`src/rtl/tbc_pkg.sv`:
```
package tbc_pkg;
    localparam int DATA_W = 16;
    localparam int ADDR_W = 16;
    localparam int COND_W = 2;

    typedef enum logic [1:0] {
        UPD_HOLD  = 2'd0,
        UPD_INCR  = 2'd1,
        UPD_STORE = 2'd2
    } upd_mode_t;
endpackage

```
`src/rtl/tbc_addr_decode.sv`:
```
module tbc_addr_decode #(
    parameter int                ADDR_W   = 16,
    parameter logic [ADDR_W-1:0] MAP_ADDR = 16'hFE08
) (
    input  logic              clk,
    input  logic              rst_n,
    input  logic              mio_en,
    input  logic [ADDR_W-1:0] mar,
    input  logic              mem_write,
    output logic              store_hit
);
    logic addr_match;

    always_comb begin
        addr_match = (mar == MAP_ADDR);
        store_hit  = mio_en && addr_match && mem_write;
    end

    // A read access may never be taken for a store
    AST_READ_NOT_STORE: assert property (@(posedge clk) disable iff (!rst_n)
        !mem_write |-> !store_hit);
    AST_DISABLED_NOT_STORE: assert property (@(posedge clk) disable iff (!rst_n)
        !mio_en |-> !store_hit);
endmodule

```
`src/rtl/tbc_branch_detect.sv`:
```
module tbc_branch_detect #(
    parameter int                COND_W     = 2,
    parameter logic [COND_W-1:0] TAKEN_CODE = 2'b10
) (
    input  logic              clk,
    input  logic              rst_n,
    input  logic [COND_W-1:0] ucond,
    input  logic              br_en,
    output logic              br_taken
);
    always_comb begin
        br_taken = br_en && (ucond == TAKEN_CODE);
    end

    AST_OTHER_COND_NO_TAKE: assert property (@(posedge clk) disable iff (!rst_n)
        (ucond != TAKEN_CODE) |-> !br_taken);
    AST_NO_ENABLE_NO_TAKE: assert property (@(posedge clk) disable iff (!rst_n)
        !br_en |-> !br_taken);
endmodule

```
`src/rtl/tbc_load_ctrl.sv`:
```
module tbc_load_ctrl
    import tbc_pkg::*;
(
    input  logic      clk,
    input  logic      rst_n,
    input  logic      store_hit,
    input  logic      br_taken,
    output upd_mode_t mode
);
    // Store is ranked above increment so a coincident pair stays deterministic
    always_comb begin
        unique case ({store_hit, br_taken})
            2'b00:   mode = UPD_HOLD;
            2'b01:   mode = UPD_INCR;
            2'b10:   mode = UPD_STORE;
            default: mode = UPD_STORE;
        endcase
    end

    AST_STORE_WINS: assert property (@(posedge clk) disable iff (!rst_n)
        store_hit |-> (mode == UPD_STORE));
    AST_QUIET_HOLDS: assert property (@(posedge clk) disable iff (!rst_n)
        (!store_hit && !br_taken) |-> (mode == UPD_HOLD));
endmodule

```
`src/rtl/tbc_count_reg.sv`:
```
module tbc_count_reg
    import tbc_pkg::*;
#(
    parameter int DW = 16
) (
    input  logic          clk,
    input  logic          rst_n,
    input  logic          ld_strobe,
    input  upd_mode_t     mode,
    input  logic [DW-1:0] store_data,
    output logic [DW-1:0] count_q
);
    logic [DW-1:0] count_nxt;
    logic          load_en;

    always_comb begin
        load_en = ld_strobe && (mode != UPD_HOLD);
        unique case (mode)
            UPD_INCR:  count_nxt = count_q + DW'(1);
            UPD_STORE: count_nxt = store_data;
            default:   count_nxt = count_q;
        endcase
    end

    always_ff @(posedge clk) begin
        if (!rst_n) begin
            count_q <= '0;
        end else if (load_en) begin
            count_q <= count_nxt;
        end
    end

    AST_IDLE_STABLE: assert property (@(posedge clk) disable iff (!rst_n)
        !(ld_strobe && (mode != UPD_HOLD)) |=> $stable(count_q));
    AST_INCR_WRAPS: assert property (@(posedge clk) disable iff (!rst_n)
        (ld_strobe && mode == UPD_INCR) |=> (count_q == DW'($past(count_q) + DW'(1))));
    AST_STORE_LOADS: assert property (@(posedge clk) disable iff (!rst_n)
        (ld_strobe && mode == UPD_STORE) |=> (count_q == $past(store_data)));
endmodule

```
`src/rtl/taken_branch_counter.sv`:
```
module taken_branch_counter
    import tbc_pkg::*;
#(
    parameter logic [ADDR_W-1:0] MAP_ADDR   = 16'hFE08,
    parameter logic [COND_W-1:0] TAKEN_CODE = 2'b10
) (
    input  logic              clk,
    input  logic              rst_n,
    input  logic [COND_W-1:0] ucond,
    input  logic              br_en,
    input  logic              mio_en,
    input  logic [ADDR_W-1:0] mar,
    input  logic              mem_write,
    input  logic [DATA_W-1:0] mdr,
    input  logic              ld_strobe,
    output logic [DATA_W-1:0] count_q
);
    logic      store_hit;
    logic      br_taken;
    upd_mode_t mode;

    tbc_addr_decode #(.ADDR_W(ADDR_W), .MAP_ADDR(MAP_ADDR)) u_dec (
        .clk(clk), .rst_n(rst_n), .mio_en(mio_en), .mar(mar),
        .mem_write(mem_write), .store_hit(store_hit)
    );

    tbc_branch_detect #(.COND_W(COND_W), .TAKEN_CODE(TAKEN_CODE)) u_br (
        .clk(clk), .rst_n(rst_n), .ucond(ucond), .br_en(br_en), .br_taken(br_taken)
    );

    tbc_load_ctrl u_ctl (
        .clk(clk), .rst_n(rst_n), .store_hit(store_hit), .br_taken(br_taken), .mode(mode)
    );

    tbc_count_reg #(.DW(DATA_W)) u_reg (
        .clk(clk), .rst_n(rst_n), .ld_strobe(ld_strobe), .mode(mode),
        .store_data(mdr), .count_q(count_q)
    );

    AST_RESET_CLEARS: assert property (@(posedge clk)
        !rst_n |=> (count_q == '0));
    AST_READ_KEEPS: assert property (@(posedge clk) disable iff (!rst_n)
        (mio_en && mar == MAP_ADDR && !mem_write && !(br_en && ucond == TAKEN_CODE))
        |=> $stable(count_q));
endmodule

```
`config.mk`:
```
export PLATFORM = sky130hd
export DESIGN_NAME = taken_branch_counter
export DESIGN_NICKNAME = d
export VERILOG_FILES = /design/src/rtl/tbc_pkg.sv /design/src/rtl/tbc_addr_decode.sv /design/src/rtl/tbc_branch_detect.sv /design/src/rtl/tbc_load_ctrl.sv /design/src/rtl/tbc_count_reg.sv /design/src/rtl/taken_branch_counter.sv
export SDC_FILE = /design/constraint.sdc
export NUM_CORES = 1
export LEC_CHECK = 0
export BUFFER_PORTS_ARGS = -buffer_cell sky130_fd_sc_hd__buf_2
export CORE_ASPECT_RATIO = 0.7
export CORE_UTILIZATION = 45
export CTS_CLUSTER_DIAMETER = 50
export DETAILED_ROUTE_END_ITERATION = 8
export GPL_ROUTABILITY_DRIVEN = 0
export PLACE_DENSITY = 0.79
export SYNTH_ARGS = -nofsm -noshare
export SYNTH_HDL_FRONTEND = slang
export SYNTH_SLANG_ARGS = --single-unit
```
`constraint.sdc`:
```
create_clock -name clk -period 2 [get_ports clk]
set_input_delay 0.3 -clock clk [delete_from_list [all_inputs] [get_ports clk]]
set_output_delay 0.3 -clock clk [all_outputs]
set_load 0.005 [all_outputs]
```
==> results.py <==
metrics = {
    "route": {
        "wl_per_cell_um": 14.5,
        "num_vias": 1345,
        "firstDrtPassIters": 4,
        "vias_per_cell": 5.80,
        "drt_iter0_drc": 58,
        "post-route-drc-count": 0,
        "drtAntennaViolNets": 0,
        "totalWireLength_um": 3370,
    },
    "sta": {
        "setup_viol": 0,
        "setup_tns_ns": 0,
        "slew_headroom": 0.652,
        "fmax_ghz": 0.554,
        "setup_ws_ns": 0.195,
        "drv_slew": 0,
        "skew_ns": 0.00243,
        "min_period_ns": 1.81,
        "worst_slew_pin_slew_ns": 0.514,
        "post-route-period-util": 0.903,
        "rsz0062_at_grt": "no",
        "hold_viol": 0,
    },
    "yosys": {
        "synth_top_flop_cell": "dfxtp_1",
        "synth-simple-area-share": 0.317,
        "synth.distinct_cells": 35,
        "synth-adder-area-share": 0.0112,
        "netlist_instances": 142,
        "ys_warn_count": 0,
        "avgSynthCellArea_um2": 7.88,
        "yosys.area.top_type_share": 0.286,
        "async_reset_ff_frac": 0,
        "ys_seq_elements": 16,
        "synth-xor-area-share": 0,
        "yosys-top-cells-area": "dfxtp_1, mux2i_1, nand2_1, nor3_1, and3_1",
        "ys_seq_area_frac": 0.286,
        "synth_edf_count": 0,
        "synth_top_family_by_area": "simple AND/OR/NAND/NOR gates",
        "synth_nets": 183,
        "synth_area_leader_cell": "dfxtp_1",
        "syn-cell-area_um2": 1120,
        "synth-compound-area-share": 0.262,
        "synthMuxAreaShare": 0.0895,
    },
    "grt": {
        "grt_pass1_wl_um": 5440,
        "grt_pass1_vias": 1268,
        "track_usage": 0.270,
        "antenna_found_initial": 0,
        "grt_max_degree": 24,
        "overflow": 0,
    },
    "clocking": {
        "cts_tree": "done",
        "h-tree-depth": 1,
        "ctsResizeCount": 0,
        "numCtsBuffers": 3,
        "cts-root-buf": "clkbuf_4",
        "cts_buffer_depth": 2,
        "clock_latency_ns": 0.28,
        "cts_hold_buffers": 0,
        "postCtsSetupRepairBufs": 0,
        "cts.reportedPaths.clkPinSlew_ns": 0.10,
        "cts.sinks": 16,
    },
    "floorplanning": {
        "rows": 14,
        "chipHeight_um": 43.7,
        "floorplan.initialDensity": 0.499,
        "ios": 56,
        "die-area_um2": 2690,
        "core_area_um2": 2240,
        "die_x_um": 61.6,
    },
    "outcome": {
        "outcome": "complete, no violations",
    },
    "final_layout": {
        "antenna_cells": 0,
        "syn2layout_area_growth_pct": 33.9,
        "fin_util": 0.668,
        "layout.cells.non_filler": 232,
        "fin_area_um2": 1500,
        "reg_top3": "u_reg.count_q (16)",
        "finalNetCount": 243,
        "largest_reg_flops": 16,
        "regMostFlops": "u_reg.count_q",
        "drive_gt1_frac": 0.355,
    },
    "power_and_ir_drop": {
        "ir_drop_uv": 251,
        "leakagePower_nw": 0.736,
        "p_per_area_nw_per_um2": 384,
    },
    "place": {
        "dp.cells": 229,
        "dp_hpwl_um": 2590,
        "place_area_um2": 1480,
        "portBuffers": 55,
        "place_ws_ns": 0.111,
    },
    "critical_path": {
        "required_ns": 2.17,
        "endpoint_kind": "flip-flop",
        "critical_path_class": "reg2reg",
        "rr_worst_depth": 5,
        "rr_endpoint": "u_reg.count_q[11]$_SDFFE_PN0P_",
        "ff2ff_setup_slack_ns": 0.19,
        "critPathLaunchType": "flip-flop",
        "r2r-start": "u_reg.count_q[2]$_SDFFE_PN0P_",
        "worstPathMaxFanout": 6,
        "cp_data_arrival_time_ns": 1.97,
    },
    "hold_path": {
        "hold_path_end": "u_reg.count_q[6]$_SDFFE_PN0P_",
        "hp-class": "in2reg",
        "min_from": "mdr[6]",
        "min_path_cells": 3,
    },
    "job": {
        "drv_cap": 0,
    },
}
## where the power goes
part	switching, W	leakage (nW)	internal [W]
clock network	0.000104	0.0138	0.0000699
logic	0.0000377	0.593	0.0000439
registers	0.000000760	0.129	0.000320
total	0.000142	0.736	0.000433
## final cells by class
| cell class | instances | area [um^2] |
|---|---|---|
| Clock buffer | 3 | 22.5 |
| Fill cell | 220 | 744 |
| Inverter | 2 | 7.51 |
| Multi-Input combinational cell | 116 | 759 |
| Sequential cell | 16 | 320 |
| Tap cell | 32 | 40.0 |
| Timing Repair Buffer | 63 | 348 |
## cell usage after synthesis (2+ instances only)
master	n
nand2_1	17
dfxtp_1	16
mux2i_1	10
nor3_1	9
a21oi_1	7
clkbuf_1	7
o21ai_0	7
and3_1	6
nor2_1	6
nand3_1	5
o21a_1	5
o22ai_1	5
a21boi_0	4
nand4b_1	4
a211oi_1	3
nand4_1	3
o31ai_1	3
o32ai_1	3
a31o_2	2
inv_1	2
nor4_1	2
o221ai_1	2
or3_1	2
## critical path, cell delays in order, from the launching register on
cell	delay (ns)
dfxtp_1	0.45
nand3_2	0.11
or4_4	0.53
or3_1	0.38
mux2i_1	0.13
a21oi_1	0.08
## per-layer routing
layer | global-route usage | wire, um | vias to the layer above | share of wire
li1 | - | - | 665 | -
met1 | 0.341 | 1520 | 640 | 0.45
met2 | 0.462 | 1660 | 36 | 0.49
met3 | 0.0746 | 159 | 4 | 0.047
met4 | 0.0533 | 27 | 0 | 0.0080
met5 | 0 | 0 | - | 0
## cells in the final DEF (no fill, tap or decap), types with 5 or more instances in the layout
| cell | instances |
|---|---|
| dfxtp_1 | 16 |
| buf_2 | 55 |
| o22ai_1 | 5 |
| nand2_1 | 17 |
| buf_4 | 7 |
| o21ai_0 | 7 |
| nor3_1 | 9 |
| mux2i_1 | 10 |
| o21a_1 | 5 |
| nor2_1 | 6 |
| and3_1 | 6 |
| a21oi_1 | 7 |
| nand3_1 | 5 |
## worst max-delay path by stage
stage | start | to | slack [ns] | depth (start not counted)
final | u_reg.count_q[2]$_SDFFE_PN0P_ | u_reg.count_q[11]$_SDFFE_PN0P_ | 0.19 | 5
after global routing | u_reg.count_q[2]$_SDFFE_PN0P_ | u_reg.count_q[11]$_SDFFE_PN0P_ | 0.08 | 5
after CTS | u_reg.count_q[2]$_SDFFE_PN0P_ | u_reg.count_q[11]$_SDFFE_PN0P_ | 0.19 | 5
after detailed placement | ucond[0] | u_reg.count_q[11]$_SDFFE_PN0P_ | 0.11 | 6
after global placement | ucond[0] | u_reg.count_q[11]$_SDFFE_PN0P_ | 0.16 | 6
after floorplan | u_reg.count_q[0]$_SDFFE_PN0P_ | u_reg.count_q[12]$_SDFFE_PN0P_ | 0.23 | 6
## per-stage QoR
step	hold slack [ns]	power [W]
2_1_floorplan	0.443	0.000360
3_3_place_gp	0.461	0.000405
3_5_place_dp	0.480	0.000408
4_1_cts	0.251	0.000579
5_1_grt	0.269	0.000605
6_report	0.254	0.000575
## kinds of logic (layout without fill, tap and decap cells)
family / count (synthesis) / after routing
adders and majority gates: 1 / 1
DFF: 16 / 16
and+or+nand+nor: 62 / 62
buffers and inverters: 10 / 68
muxes: 10 / 10
AOI/OAI and AO/OA: 43 / 43
Note: power is estimated with default switching activity, not from simulation.
